$ cat config.mk
export PLATFORM = sky130hd
export DESIGN_NAME = evt_regs
export DESIGN_NICKNAME = d
export VERILOG_FILES = /design/src/rtl/evt_pkg.sv /design/src/rtl/evt_counter.sv /design/src/rtl/evt_timer_regs.sv /design/src/rtl/evt_regs.sv
export SDC_FILE = /design/constraint.sdc
export NUM_CORES = 1
export LEC_CHECK = 0
export BUFFER_PORTS_ARGS = -buffer_cell sky130_fd_sc_hd__buf_2
export CORE_ASPECT_RATIO = 1.75
export CORE_MARGIN = 1
export CORE_UTILIZATION = 23
export DETAILED_ROUTE_END_ITERATION = 10
export GPL_ROUTABILITY_DRIVEN = 0
export PLACE_DENSITY = 0.4
export SYNTH_ARGS = -nofsm -noshare
export SYNTH_HDL_FRONTEND = slang
export SYNTH_SLANG_ARGS = --single-unit
$ cat constraint.sdc
create_clock -name clk_i -period 9 [get_ports clk_i]
set_clock_uncertainty 0.2 [all_clocks]
set_input_delay 2.25 -clock clk_i [delete_from_list [all_inputs] [get_ports clk_i]]
set_output_delay 2.25 -clock clk_i [all_outputs]
set_load 0.01 [all_outputs]
$ cat src/rtl/evt_pkg.sv
package evt_pkg;
  localparam int ADDR_W = 10;
  localparam logic [ADDR_W-1:0] OFF_CAP_LO  = 10'h000;
  localparam logic [ADDR_W-1:0] OFF_CAP_HI  = 10'h004;
  localparam logic [ADDR_W-1:0] OFF_GCFG    = 10'h010;
  localparam logic [ADDR_W-1:0] OFF_STAT    = 10'h020;
  localparam logic [ADDR_W-1:0] OFF_CNT_LO  = 10'h0F0;
  localparam logic [ADDR_W-1:0] OFF_CNT_HI  = 10'h0F4;
  localparam logic [4:0] TO_CFG    = 5'h00;
  localparam logic [4:0] TO_CAP    = 5'h04;
  localparam logic [4:0] TO_CMP_LO = 5'h08;
  localparam logic [4:0] TO_CMP_HI = 5'h0C;
  localparam logic [4:0] TO_RT_LO  = 5'h10;
  localparam logic [4:0] TO_RT_HI  = 5'h14;
  localparam logic [31:0] TCFG_WMASK = 32'h0000_7F4E;
  localparam logic [31:0] TCFG_FIXED = 32'h0000_0030;
  localparam int TCFG_EN_BIT = 2;

  function automatic int clamp_timers(input int n);
    return (n < 3) ? 3 : ((n > 32) ? 32 : n);
  endfunction
endpackage

$ cat src/rtl/evt_counter.sv
module evt_counter #(
  parameter int CNT_W = 64
) (
  input  logic             clk_i,
  input  logic             rst_ni,
  input  logic             run_i,
  input  logic             tick_i,
  input  logic             wr_lo_i,
  input  logic             wr_hi_i,
  input  logic [31:0]      wdata_i,
  output logic [CNT_W-1:0] cnt_o
);
  localparam int HI_W = CNT_W - 32;
  logic [CNT_W-1:0] cnt_q;

  always_ff @(posedge clk_i or negedge rst_ni) begin
    if (!rst_ni) cnt_q <= '0;
    else if (wr_lo_i) cnt_q[31:0] <= wdata_i;
    else if (wr_hi_i) cnt_q[CNT_W-1:32] <= wdata_i[HI_W-1:0];
    else if (run_i && tick_i) cnt_q <= cnt_q + 1'b1;
  end

  assign cnt_o = cnt_q;

  a_r5_step: assert property (@(posedge clk_i) disable iff (!rst_ni)
    (run_i && !wr_lo_i && !wr_hi_i) |=> cnt_o == $past(cnt_o) + CNT_W'($past(tick_i)));
  a_r8_frozen: assert property (@(posedge clk_i) disable iff (!rst_ni)
    (!run_i && !wr_lo_i && !wr_hi_i) |=> $stable(cnt_o));
endmodule

$ cat src/rtl/evt_timer_regs.sv
module evt_timer_regs
  import evt_pkg::*;
#(
  parameter int NT = 3
) (
  input  logic           clk_i,
  input  logic           rst_ni,
  input  logic           wr_i,
  input  logic [4:0]     idx_i,
  input  logic [4:0]     off_i,
  input  logic [31:0]    wdata_i,
  input  logic           gen_en_i,
  input  logic           gen_rise_i,
  input  logic           gen_fall_i,
  output logic [NT*32-1:0] cfg_o,
  output logic [NT*64-1:0] cmp_o,
  output logic [NT*64-1:0] route_o,
  output logic [NT-1:0]  arm_o,
  output logic [NT-1:0]  cancel_o
);
  for (genvar g = 0; g < NT; g++) begin : g_tmr
    logic [31:0] cfg_q;
    logic [63:0] cmp_q, rt_q;
    logic        arm_q, can_q;
    logic        sel;
    assign sel = wr_i && (idx_i == 5'(g));

    always_ff @(posedge clk_i or negedge rst_ni) begin
      if (!rst_ni) begin
        cfg_q <= '0;
        cmp_q <= '1;
        rt_q  <= '0;
        arm_q <= 1'b0;
        can_q <= 1'b0;
      end else begin
        arm_q <= gen_rise_i && !(&cmp_q);
        can_q <= gen_fall_i;
        if (sel) begin
          case (off_i)
            TO_CFG: begin
              cfg_q <= wdata_i & TCFG_WMASK;
              if (wdata_i[TCFG_EN_BIT] && !cfg_q[TCFG_EN_BIT] && gen_en_i) arm_q <= 1'b1;
              if (!wdata_i[TCFG_EN_BIT] && cfg_q[TCFG_EN_BIT]) can_q <= 1'b1;
            end
            TO_CMP_LO: begin
              cmp_q[31:0] <= wdata_i;
              arm_q <= gen_en_i;
            end
            TO_CMP_HI: begin
              cmp_q[63:32] <= wdata_i;
              arm_q <= gen_en_i;
            end
            TO_RT_LO: rt_q[31:0]  <= wdata_i;
            TO_RT_HI: rt_q[63:32] <= wdata_i;
            default: ;
          endcase
        end
      end
    end

    assign cfg_o[g*32 +: 32]   = cfg_q;
    assign cmp_o[g*64 +: 64]   = cmp_q;
    assign route_o[g*64 +: 64] = rt_q;
    assign arm_o[g]            = arm_q;
    assign cancel_o[g]         = can_q;
  end

  a_r10_arm_cancel_excl: assert property (@(posedge clk_i) disable iff (!rst_ni)
    (arm_o & cancel_o) == '0);
  a_r7_arm_needs_enable: assert property (@(posedge clk_i) disable iff (!rst_ni)
    (|arm_o) |-> gen_en_i);
endmodule

$ cat src/rtl/evt_regs.sv
module evt_regs
  import evt_pkg::*;
#(
  parameter int          NUM_TIMERS = 3,
  parameter logic [15:0] VENDOR_ID  = 16'hC0DE,
  parameter logic [7:0]  REV_ID     = 8'h01,
  parameter logic [31:0] PERIOD_FS  = 32'd10_000_000,
  parameter logic [31:0] IRQ_CAP    = 32'h00F0_0000,
  localparam int         NT         = clamp_timers(NUM_TIMERS)
) (
  input  logic              clk_i,
  input  logic              rst_ni,
  input  logic              tick_i,
  input  logic              req_i,
  input  logic              we_i,
  input  logic [9:0]        addr_i,
  input  logic [31:0]       wdata_i,
  output logic [31:0]       rdata_o,
  input  logic [NT-1:0]     status_set_i,
  output logic              enable_o,
  output logic              legacy_o,
  output logic [63:0]       count_o,
  output logic [NT*32-1:0]  tmr_cfg_o,
  output logic [NT*64-1:0]  tmr_cmp_o,
  output logic [NT*64-1:0]  tmr_route_o,
  output logic [NT-1:0]     arm_o,
  output logic [NT-1:0]     cancel_o
);
  localparam logic [31:0] CAP_LO = {VENDOR_ID, 1'b1, 1'b0, 1'b1, 5'(NT-1), REV_ID};

  logic          acc, wr, tmr_sel, t_ok;
  logic [4:0]    tidx, toff;
  logic          en_q, leg_q, gcfg_wr, gen_rise, gen_fall;
  logic [NT-1:0] stat_q;

  assign acc     = req_i && (addr_i[1:0] == 2'b00);
  assign wr      = acc && we_i;
  assign tmr_sel = |addr_i[9:8];
  assign tidx    = addr_i[9:5] - 5'd8;
  assign toff    = addr_i[4:0];
  assign t_ok    = tmr_sel && (int'(tidx) < NT);

  assign gcfg_wr  = wr && (addr_i == OFF_GCFG);
  assign gen_rise = gcfg_wr && wdata_i[0] && !en_q;
  assign gen_fall = gcfg_wr && !wdata_i[0] && en_q;

  always_ff @(posedge clk_i or negedge rst_ni) begin
    if (!rst_ni) begin
      en_q   <= 1'b0;
      leg_q  <= 1'b0;
      stat_q <= '0;
    end else begin
      if (gcfg_wr) begin
        en_q  <= wdata_i[0];
        leg_q <= wdata_i[1];
      end
      stat_q <= (stat_q & ~((wr && addr_i == OFF_STAT) ? wdata_i[NT-1:0] : '0)) | status_set_i;
    end
  end

  evt_counter #(.CNT_W(64)) u_cnt (
    .clk_i   (clk_i),
    .rst_ni  (rst_ni),
    .run_i   (en_q),
    .tick_i  (tick_i),
    .wr_lo_i (wr && addr_i == OFF_CNT_LO),
    .wr_hi_i (wr && addr_i == OFF_CNT_HI),
    .wdata_i (wdata_i),
    .cnt_o   (count_o)
  );

  evt_timer_regs #(.NT(NT)) u_tmr (
    .clk_i      (clk_i),
    .rst_ni     (rst_ni),
    .wr_i       (wr && t_ok),
    .idx_i      (tidx),
    .off_i      (toff),
    .wdata_i    (wdata_i),
    .gen_en_i   (en_q),
    .gen_rise_i (gen_rise),
    .gen_fall_i (gen_fall),
    .cfg_o      (tmr_cfg_o),
    .cmp_o      (tmr_cmp_o),
    .route_o    (tmr_route_o),
    .arm_o      (arm_o),
    .cancel_o   (cancel_o)
  );

  always_comb begin
    rdata_o = '0;
    if (acc && !we_i) begin
      if (tmr_sel) begin
        if (t_ok) begin
          case (toff)
            TO_CFG:    rdata_o = tmr_cfg_o[tidx*32 +: 32] | TCFG_FIXED;
            TO_CAP:    rdata_o = IRQ_CAP;
            TO_CMP_LO: rdata_o = tmr_cmp_o[tidx*64 +: 32];
            TO_CMP_HI: rdata_o = tmr_cmp_o[tidx*64+32 +: 32];
            TO_RT_LO:  rdata_o = tmr_route_o[tidx*64 +: 32];
            TO_RT_HI:  rdata_o = tmr_route_o[tidx*64+32 +: 32];
            default:   rdata_o = '0;
          endcase
        end
      end else begin
        case (addr_i)
          OFF_CAP_LO: rdata_o = CAP_LO;
          OFF_CAP_HI: rdata_o = PERIOD_FS;
          OFF_GCFG:   rdata_o = {30'd0, leg_q, en_q};
          OFF_STAT:   rdata_o = 32'(stat_q);
          OFF_CNT_LO: rdata_o = count_o[31:0];
          OFF_CNT_HI: rdata_o = count_o[63:32];
          default:    rdata_o = '0;
        endcase
      end
    end
  end

  assign enable_o = en_q;
  assign legacy_o = leg_q;

  a_r8_fall_cancels_all: assert property (@(posedge clk_i) disable iff (!rst_ni)
    $fell(enable_o) |-> (&cancel_o));
  a_r3_unaligned_zero: assert property (@(posedge clk_i) disable iff (!rst_ni)
    (req_i && addr_i[1:0] != 2'b00) |-> rdata_o == '0);
  a_r12_out_of_range_zero: assert property (@(posedge clk_i) disable iff (!rst_ni)
    (req_i && tmr_sel && !t_ok) |-> rdata_o == '0);
  a_r3_unaligned_no_enable: assert property (@(posedge clk_i) disable iff (!rst_ni)
    (req_i && we_i && addr_i[1:0] != 2'b00) |=> $stable(enable_o) && $stable(legacy_o));
endmodule

* Word level (Yosys, flattened, before mapping)
Index checks and enable logic that the tools add are counted.
Word-level totals: logic and storage cells 147, bits of input ports 50, bits in registers 492
Cells by class: reduce and logical (&&, ||, !) cells 67, shift-type cells 5, muxes and demuxes 28, equality and inequality tests 13, $lt $le $gt $ge 1, bitwise operators 4, add/subtract/negate cells 3
Operator list (number):
- 32-bit case mux with 6 select lines | 2
- 192-bit by 12-bit variable part select with 32-bit output | 2
- 32-bit two-way mux | 6
- 64-bit AND reduction | 3
- 192-bit by 13-bit variable part select with 32-bit output | 1
- 192-bit by 33-bit variable part select with 32-bit output | 1
- 96-bit by 11-bit variable part select with 32-bit output | 1
- 64-bit by 1-bit adder with 64-bit output (second input constant) | 1
- 64-bit two-way mux | 1
- 2-bit AND reduction | 17
- 1-bit logical AND | 29
- 10-bit by 8-bit == test with 1-bit output (second input constant) | 2
- 1-bit two-way mux | 15
- 11-bit by 6-bit adder with 12-bit output (second input constant) | 1
- 10-bit by 3-bit == test with 1-bit output (second input constant) | 1
- 10-bit by 5-bit == test with 1-bit output (second input constant) | 1
- 10-bit by 6-bit == test with 1-bit output (second input constant) | 1
- 5-bit by 4-bit == test with 1-bit output (second input constant) | 2
- 5-bit == test (second input constant) | 2
- 1-bit logical NOT | 10
- 10-bit logical NOT | 1
- 5-bit logical NOT | 2
- 1-bit case mux with 2 select lines | 3
- 5-bit by 1-bit == test with 1-bit output (second input constant) | 1
- 13 further kinds | 15

* Logic depth before layout (Yosys ltp)
Gate-level depths: netlist of the first run.
depth after elaboration 10, gate-level depth with buffers 12

* Modules after synthesis
From an unflattened synthesis of the first run, not the netlist that was laid out.
Second synthesis, totals: cell total of the unflattened synthesis 2392, area, all modules 26629.3 um^2
By module, submodules not included:
- evt_timer_regs | cells each 1096, instances 1, area an instance 17204.0 um^2, sequential area each 10825.4 um^2
- evt_regs | cells each 778, instances 1, area an instance 5146.2 um^2, sequential area each 125.1 um^2
- evt_counter | cells each 518, instances 1, area an instance 4279.1 um^2, sequential area each 1601.5 um^2

* Worst setup path before layout of the first run
OpenSTA, ideal clock, no wires.
path type input-to-output, start point input addr_i[8], end point output rdata_o[27], path buffers 4, stages on the path 10, setup slack 2130 ps, arrival time 4420 ps, data required time 6550 ps, path through clkbuf_1 inv_1 ha_1 clkbuf_1 nand4_1 nor3_2 buf_4 buf_2 a22oi_1 a2111oi_2
On the way: longest elaborated chain between the ends 7, elaborated cells on any way between the ends 21, classes of those cells add/sub (2); order compare (1); eq/ne (5); shift (5); mux (5); reduce/logical (3)
Ends and longest elaborated chain:
- start, declared | line evt_regs.sv:16 | input logic [9:0] addr_i,
- 5-bit by 4-bit subtractor with 5-bit output | line evt_regs.sv:39 | assign tidx = addr_i[9:5] - 5'd8;
- 11-bit by 6-bit adder with 12-bit output | line evt_regs.sv:98, evt_regs.sv:100
- 192-bit by 13-bit variable part select with 32-bit output or 192-bit by 33-bit variable part select with 32-bit output (tied branches) | line evt_regs.sv:100, evt_regs.sv:98
- 32-bit case mux with 6 select lines | line evt_regs.sv:94 | case (toff)
- 32-bit two-way mux | line evt_regs.sv:93 | if (t_ok) begin
- 32-bit two-way mux (*) | line evt_regs.sv:92 | if (tmr_sel) begin
- 32-bit two-way mux (*) | line evt_regs.sv:91 | if (acc && !we_i) begin
- end, declared | line evt_regs.sv:18 | output logic [31:0] rdata_o,
Every way passes the cells marked *; elsewhere a longest branch is shown, timed or not.

* Final worst setup path of the first run
start point input addr_i[2], end point output rdata_o[0]
On the way: longest elaborated chain between the ends 5, elaborated cells on any way between the ends 17, classes of those cells eq/ne (10); mux (5); reduce/logical (2)
Ends and longest elaborated chain (line):
- 5-bit == test, or another cell as far along | evt_regs.sv:94
- 32-bit case mux with 6 select lines | evt_regs.sv:94
- 32-bit two-way mux | evt_regs.sv:93
- 32-bit two-way mux (*) | evt_regs.sv:92
- 32-bit two-way mux (*) | evt_regs.sv:91
Marked as above.

==> impl_metrics.ini, run 1 <==
[placed_design]
preCtsSetupSlack_ps = 650
port_buffers = 570
placed_cell_area_um2 = 29800
place_hpwl_um = 113000

[pwr]
pwr-share-comb_pct = 5.5
internal_power_uw = 3680
p_leak_uw = 0.0150
max-vdd-ir-drop_uv = 133
power_uw = 4970
netSwitchingFraction_pct = 25.9
power_switching_uw = 1290
p_seq_share_pct = 44.7
power_density_nw_per_um2 = 156
p_clk_share_pct = 49.9

[critical_path]
crit_chain = buf_2 > or2_2 > nor2_4 > buf_12 > buf_4 > a222oi_1 > nand3_1 > a31oi_1 > nor3_1 > buf_4 > buf_2
crit_cells = 11
r2r_end = u_cnt.cnt_o[61]$_DFFE_PN0P_
slowest_delay_ps = 820
end_kind = primary output
r2r_start = u_cnt.cnt_o[6]$_DFFE_PN0P_
crit_path_start = addr_i[2]
cp.buffers_inverters = 5
slowest_stage = nor2_4
r2r_slack_ps = 5480
crit_type = input port to primary output
arrival_ps = 5890
critPathTopFamily = simple AND/OR/NAND/NOR gates
r2r.worst_path.cells = 6
crit_required_ps = 6550
crit_fanout = 34
cp-start-kind = input port

[synthesis]
synth_top_cell_area_share_pct = 29.4
synth_xor_area_share_pct = 1.10
synth_fa_ha_area_share_pct = 0.147
synth_area_leaders = dfrtp_1, dfstp_2, mux2_2
synth-compound-area-share_pct = 12.3
ys_seq_area_share_pct = 49.1
synth_top_area_cell = dfrtp_1
yosysWarnings = 0
async_flop_share_pct = 100
synth_edf_count = 0
syn_inst = 2287
synth_top_family_by_area = multiplexers
ys_types = 90
synth-simple-area-share_pct = 12.3
synth_area_um2 = 25600
synth.avg_cell_area_um2 = 11.2
yosys_most_used_dff = dfrtp_1
ys_ff_latch = 492
yosys-mux-area-fraction_pct = 19.5

[timing]
maxSlewHeadroom_pct = 13.6
post-route-period-util_pct = 92.6
finalHoldViolCount = 0
fin_tns_setup_ps = 0
max_clock_freq_mhz = 120
rsz0062_at_grt = false
setup_violations = 0
period_needed_ps = 8340
worst_pin_slew_ps = 1280
finalWorstSetupSlack_ps = 664
slew_viol_final = 0

[cells_and_area]
area_growth_pct = 24.2
fin_nets = 2843
layout_common_cells = buf_2, mux2_2, dfrtp_1, dfstp_2, nand2_1
postLayoutCellArea_um2 = 31800
final_core_util_pct = 28.9
layout-drive-gt1-share_pct = 49.0
final_common_cell = buf_2

[clocking]
cts_buffers = 55
clock_sinks = 492
clock_latency_ps = 660
cts-resized-gates = 0
cts_root_buf = clkbuf_16
cts_tree = done
h-tree-depth = 2
postCtsSetupBuffers = 0
clk_pin_slew_ps = 70
clk_path_buf_depth = 3
ctsHoldBuffers = 0

[floorplan]
fp.dieArea_um2 = 113000
fp.dieH_um = 443
rows = 161
design.core.area_um2 = 110000
start_util_pct = 23.2
io-pin-count = 634
die_w_um = 254

[route]
drcViolationCount = 0
drt-total-wl_um = 149000
drt-pass1-iter-count = 9
num_vias = 22825
routed_via_density = 5.30
dr.first_iter.drc_count = 2236
wl_per_cell_um = 34.6
ant_nets = 0

[global_route]
grt_pass1_vias = 23126
grt_max_degree = 156
grt_pass1_wl_um = 203000
antenna_found_initial = 14
gr-usage-all-layers_pct = 26.0
overflow = 0

[run]
cap_violations = 0

[worst_hold_path]
hold_depth = 1
min_to = stat_q[1]$_DFF_PN0_
min_path_type = flop to flop
worstHoldStart = stat_q[1]$_DFF_PN0_

[status]
status = complete, no violations
-- metal layers --
layer	vias to the layer above	share of wire, %	global-route usage (%)	routed length [µm]
li1	9444	-	-	-
met4	14	6.0	13.7	8970
met3	257	7.4	6.13	11000
met5	-	0.057	0	85
met2	1220	50	45.7	75000
met1	11890	36	28.7	54000
-- metrics by stage --
| stage | hold WS (ps) | instances |
|---|---|---|
| after CTS | 286 | 4304 |
| after floorplan | 249 | 2349 |
| final | 285 | 4306 |
| after global routing | 299 | 4305 |
| after detailed placement | 271 | 4200 |
| after global placement | 260 | 4200 |
-- worst max path at each step --
stage / to / slack, ps
global placement: rdata_o[31] / 790
global route: rdata_o[0] / 580
detailed placement: rdata_o[31] / 650
floorplan: rdata_o[27] / 2130
finish: rdata_o[0] / 660
CTS: rdata_o[31] / 640
-- kinds of logic after synthesis --
kind of cell               Yosys count
adders and majority gates            3
other                                1
buffers and inverters              275
DFF                                492
xor gates and xnor gates            32
muxes                              445
and+or+nand+nor                    586
AOI/OAI and AO/OA                  453
-- cell type report --
cell class / count / area, µm²
repair buffers: 639 / 3430
well taps: 1467 / 1840
clock buffers: 86 / 1660
flip-flops and latches: 492 / 12600
fillers: 11606 / 78200
multi-input cells: 1582 / 11900
clock inverters: 18 / 279
diodes: 2 / 5.00
inverters: 20 / 75.1
-- sequential cells by signal (all words and copies together), names as in the netlist --
name / flops
u_tmr.g_tmr.cfg_q: 33
enable_o: 1
u_tmr.g_tmr.rt_q: 192
stat_q: 3
u_tmr.g_tmr.can_q: 3
u_cnt.cnt_o: 64
u_tmr.g_tmr.cmp_q: 192
legacy_o: 1
u_tmr.g_tmr.arm_q: 3
-- cell usage after synthesis (10+ instances only) --
| cell | count |
|---|---|
| nand3_1 | 63 |
| o2bb2ai_1 | 11 |
| a221oi_1 | 15 |
| mux2i_1 | 31 |
| nor2_1 | 73 |
| and3_1 | 25 |
| a31oi_1 | 20 |
| and2_1 | 10 |
| buf_4 | 77 |
| inv_1 | 20 |
| nor4_1 | 24 |
| xnor2_1 | 14 |
| a22oi_1 | 63 |
| buf_1 | 12 |
| mux2_2 | 413 |
| nand2b_1 | 16 |
| nand4_1 | 89 |
| a21oi_1 | 100 |
| or3_1 | 12 |
| o21ai_0 | 65 |
| dfrtp_1 | 300 |
| nor3_1 | 20 |
| o21ai_1 | 34 |
| o22ai_1 | 13 |
| a222oi_1 | 42 |
| xor2_1 | 18 |
| buf_2 | 84 |
| clkbuf_1 | 81 |
| nand2_1 | 184 |
| dfstp_2 | 192 |
-- power groups by stage --
stage	sequential, µW	clock, µW	combinational, µW
after global placement	2260	0	272
after global routing	2220	2610	288
final	2220	2480	271
after floorplan	2260	0	116
after CTS	2220	2540	275
after detailed placement	2260	0	274
Note: power is estimated with default switching activity, not from simulation.
==> run 2: changes to the inputs <==
--- a/config.mk
+++ b/config.mk
@@ -5,6 +5,7 @@
 export SDC_FILE = /design/constraint.sdc
 export NUM_CORES = 1
 export LEC_CHECK = 0
+export ABC_AREA = 1
 export BUFFER_PORTS_ARGS = -buffer_cell sky130_fd_sc_hd__buf_2
 export CORE_ASPECT_RATIO = 1.75
 export CORE_MARGIN = 1
==> run 2 against run 1 <==
  * Register-to-register slack lost 290 ps
  * Clock power down 4%
  * Total power grew 5.2%
  * Cell count is 24% higher
  * Via count grew 17%
  * Non-clock buffer count down 24
  * Highest routed layer unchanged
  * Die area increased by 2.7%
  * Sequential share of layout area decreased by 0.39 points
  * Setup slack worse by 31 ps
  * Cell area increased by 0.99%
==> impl_metrics.ini, run 2 <==
[route]
drt-pass1-iter-count = 6
drcViolationCount = 0
ant_nets = 0
dr.first_iter.drc_count = 2342
drt-total-wl_um = 152000
wl_per_cell_um = 28.5
routed_via_density = 4.99
num_vias = 26628

[critical_path]
cp.buffers_inverters = 3
arrival_ps = 5920
r2r_start = u_cnt.cnt_o[0]$_DFFE_PN0P_
crit_fanout = 30
r2r.worst_path.cells = 12
r2r_slack_ps = 5190
slowest_stage = nor2_4
crit_path_start = addr_i[1]
r2r_end = u_cnt.cnt_o[40]$_DFFE_PN0P_
crit_cells = 13
crit_chain = buf_2 > nor2_4 > nand3_2 > nand2_1 > inv_2 > nor2_4 > nand2_2 > nor2_1 > o21ai_0 > nor2_1 > a21oi_1 > nor2_1 > buf_2
crit_top_cell = nor2_1
cp-start-kind = input port
slowest_delay_ps = 700
crit_required_ps = 6550
critPathTopFamily = simple AND/OR/NAND/NOR gates
crit_path_end = rdata_o[0]
crit_type = input port to primary output
end_kind = primary output

[global_route]
grt_pass1_wl_um = 211000
overflow = 0
grt_max_degree = 110
grt_pass1_vias = 25813
gr-usage-all-layers_pct = 25.8
antenna_found_initial = 8

[clocking]
clk_pin_slew_ps = 60
postCtsSetupBuffers = 0
cts-resized-gates = 0
clk_path_buf_depth = 3
cts_root_buf = clkbuf_16
clock_sinks = 492
cts_tree = done
ctsHoldBuffers = 0
clock_latency_ps = 660
cts_buffers = 55
h-tree-depth = 2

[synthesis]
yosysWarnings = 0
async_flop_share_pct = 100
syn_inst = 3337
synth_top_area_cell = dfrtp_1
ys_types = 48
synth.avg_cell_area_um2 = 7.87
synth_edf_count = 0
ys_seq_area_share_pct = 47.8
yosys_most_used_dff = dfrtp_1
synth_area_leaders = dfrtp_1, dfstp_2, nand2_1
ys_top_cells_by_count = nand2_1, o21ai_0, dfrtp_1
synth_area_um2 = 26200
ys_ff_latch = 492
yosysMostFrequentCell = nand2_1
synth_top_cell_area_share_pct = 28.6

[run]
cap_violations = 0

[placed_design]
place_hpwl_um = 117000
place_inst = 5229
port_buffers = 570

[floorplan]
fp.dieArea_um2 = 116000
start_util_pct = 23.2
fp.dieH_um = 449
rows = 163
io-pin-count = 634
design.core.area_um2 = 113000
die_w_um = 257

[status]
status = complete, no violations

[cells_and_area]
area_growth_pct = 22.2
layout-drive-gt1-share_pct = 25.4
n_fill_cell = 12487
final_common_cell = nand2_1
final_core_util_pct = 28.4
layout_common_cells = nand2_1, buf_2, o21ai_0, dfrtp_1, inv_1
fin_nets = 3854
final_cells = 5338

[timing]
period_needed_ps = 8370
setup_violations = 0
post-route-period-util_pct = 93.0
worst_pin_slew_ps = 1150
finalHoldViolCount = 0
fin_tns_setup_ps = 0
maxSlewHeadroom_pct = 22.4
rsz0062_at_grt = false
max_clock_freq_mhz = 120
slew_viol_final = 0
hold_ws_ps = 302

[worst_hold_path]
min_path_type = flop to flop
worstHoldStart = u_tmr.g_tmr[1].cmp_q[32]$_DFFE_PN1P_

[pwr]
p_leak_uw = 0.0144
power_density_nw_per_um2 = 163
max-vdd-ir-drop_uv = 126
[run 2: worst min-delay path by stage]
stage                                                 endpoint  slack, ps  cells after the start
after floorplan                            stat_q[2]$_DFF_PN0_        260                      2
after global placement                     stat_q[0]$_DFF_PN0_        290                      2
after detailed placement                   stat_q[0]$_DFF_PN0_        290                      2
after CTS                                  stat_q[0]$_DFF_PN0_        300                      2
after global routing      u_tmr.g_tmr[1].cmp_q[32]$_DFFE_PN1P_        330                      2
final                     u_tmr.g_tmr[1].cmp_q[32]$_DFFE_PN1P_        300                      2
[run 2: where the power goes]
part | leakage, µW | switching, µW | internal, µW
sequential | 0.00587 | 89.2 | 2260
clock | 0.000891 | 1060 | 1330
combinational | 0.00761 | 370 | 123
total | 0.0144 | 1520 | 3710
[run 2: cell type report]
| type | instances | area [µm²] | share of cell area [%] |
|---|---|---|---|
| clock inverters | 23 | 245 | 0.765 |
| clock buffers | 81 | 1580 | 4.91 |
| well taps | 1485 | 1860 | 5.79 |
| inverters | 250 | 940 | 2.93 |
| multi-input cells | 2387 | 11600 | 36.2 |
| repair buffers | 615 | 3280 | 10.2 |
| diodes | 5 | 12.5 | 0.0390 |
| flip-flops and latches | 492 | 12600 | 39.1 |
[run 2: cell families (layout without fill, tap and decap cells)]
logic type	after synthesis	count (layout)	synth area share, %
simple gates	1516	1516	25.4
fa+ha+maj	3	3	0.143
compound gates	777	777	16.7
buf+inv	520	969	9.00
flops	492	492	47.8
xor+xnor	28	28	0.934
other cells	1	68	0.0143
[run 2: metal layers]
layer	track usage, %	vias to the layer above	wire, µm
met5	0	-	23
met4	12.2	4	7730
met3	4.11	240	9160
met2	42.6	1218	72200
met1	32.6	13178	63000
li1	-	11988	-
[run 2: tightest hold or removal path: cells and delay by family (launching register included)]
family,cells,cell delay [ps]
simple gates,1,60
compound gates,1,50
flops,1,390
[run 2: stage by stage]
| step | total power, µW | setup slack [ps] | instance area, µm² |
|---|---|---|---|
| floorplan | 2610 | 2660 | 26500 |
| global placement | 2870 | 453 | 30200 |
| detailed placement | 2870 | 584 | 30200 |
| CTS | 5290 | 563 | 32100 |
| global route | 5400 | 350 | 32100 |
| finish | 5230 | 632 | 32100 |
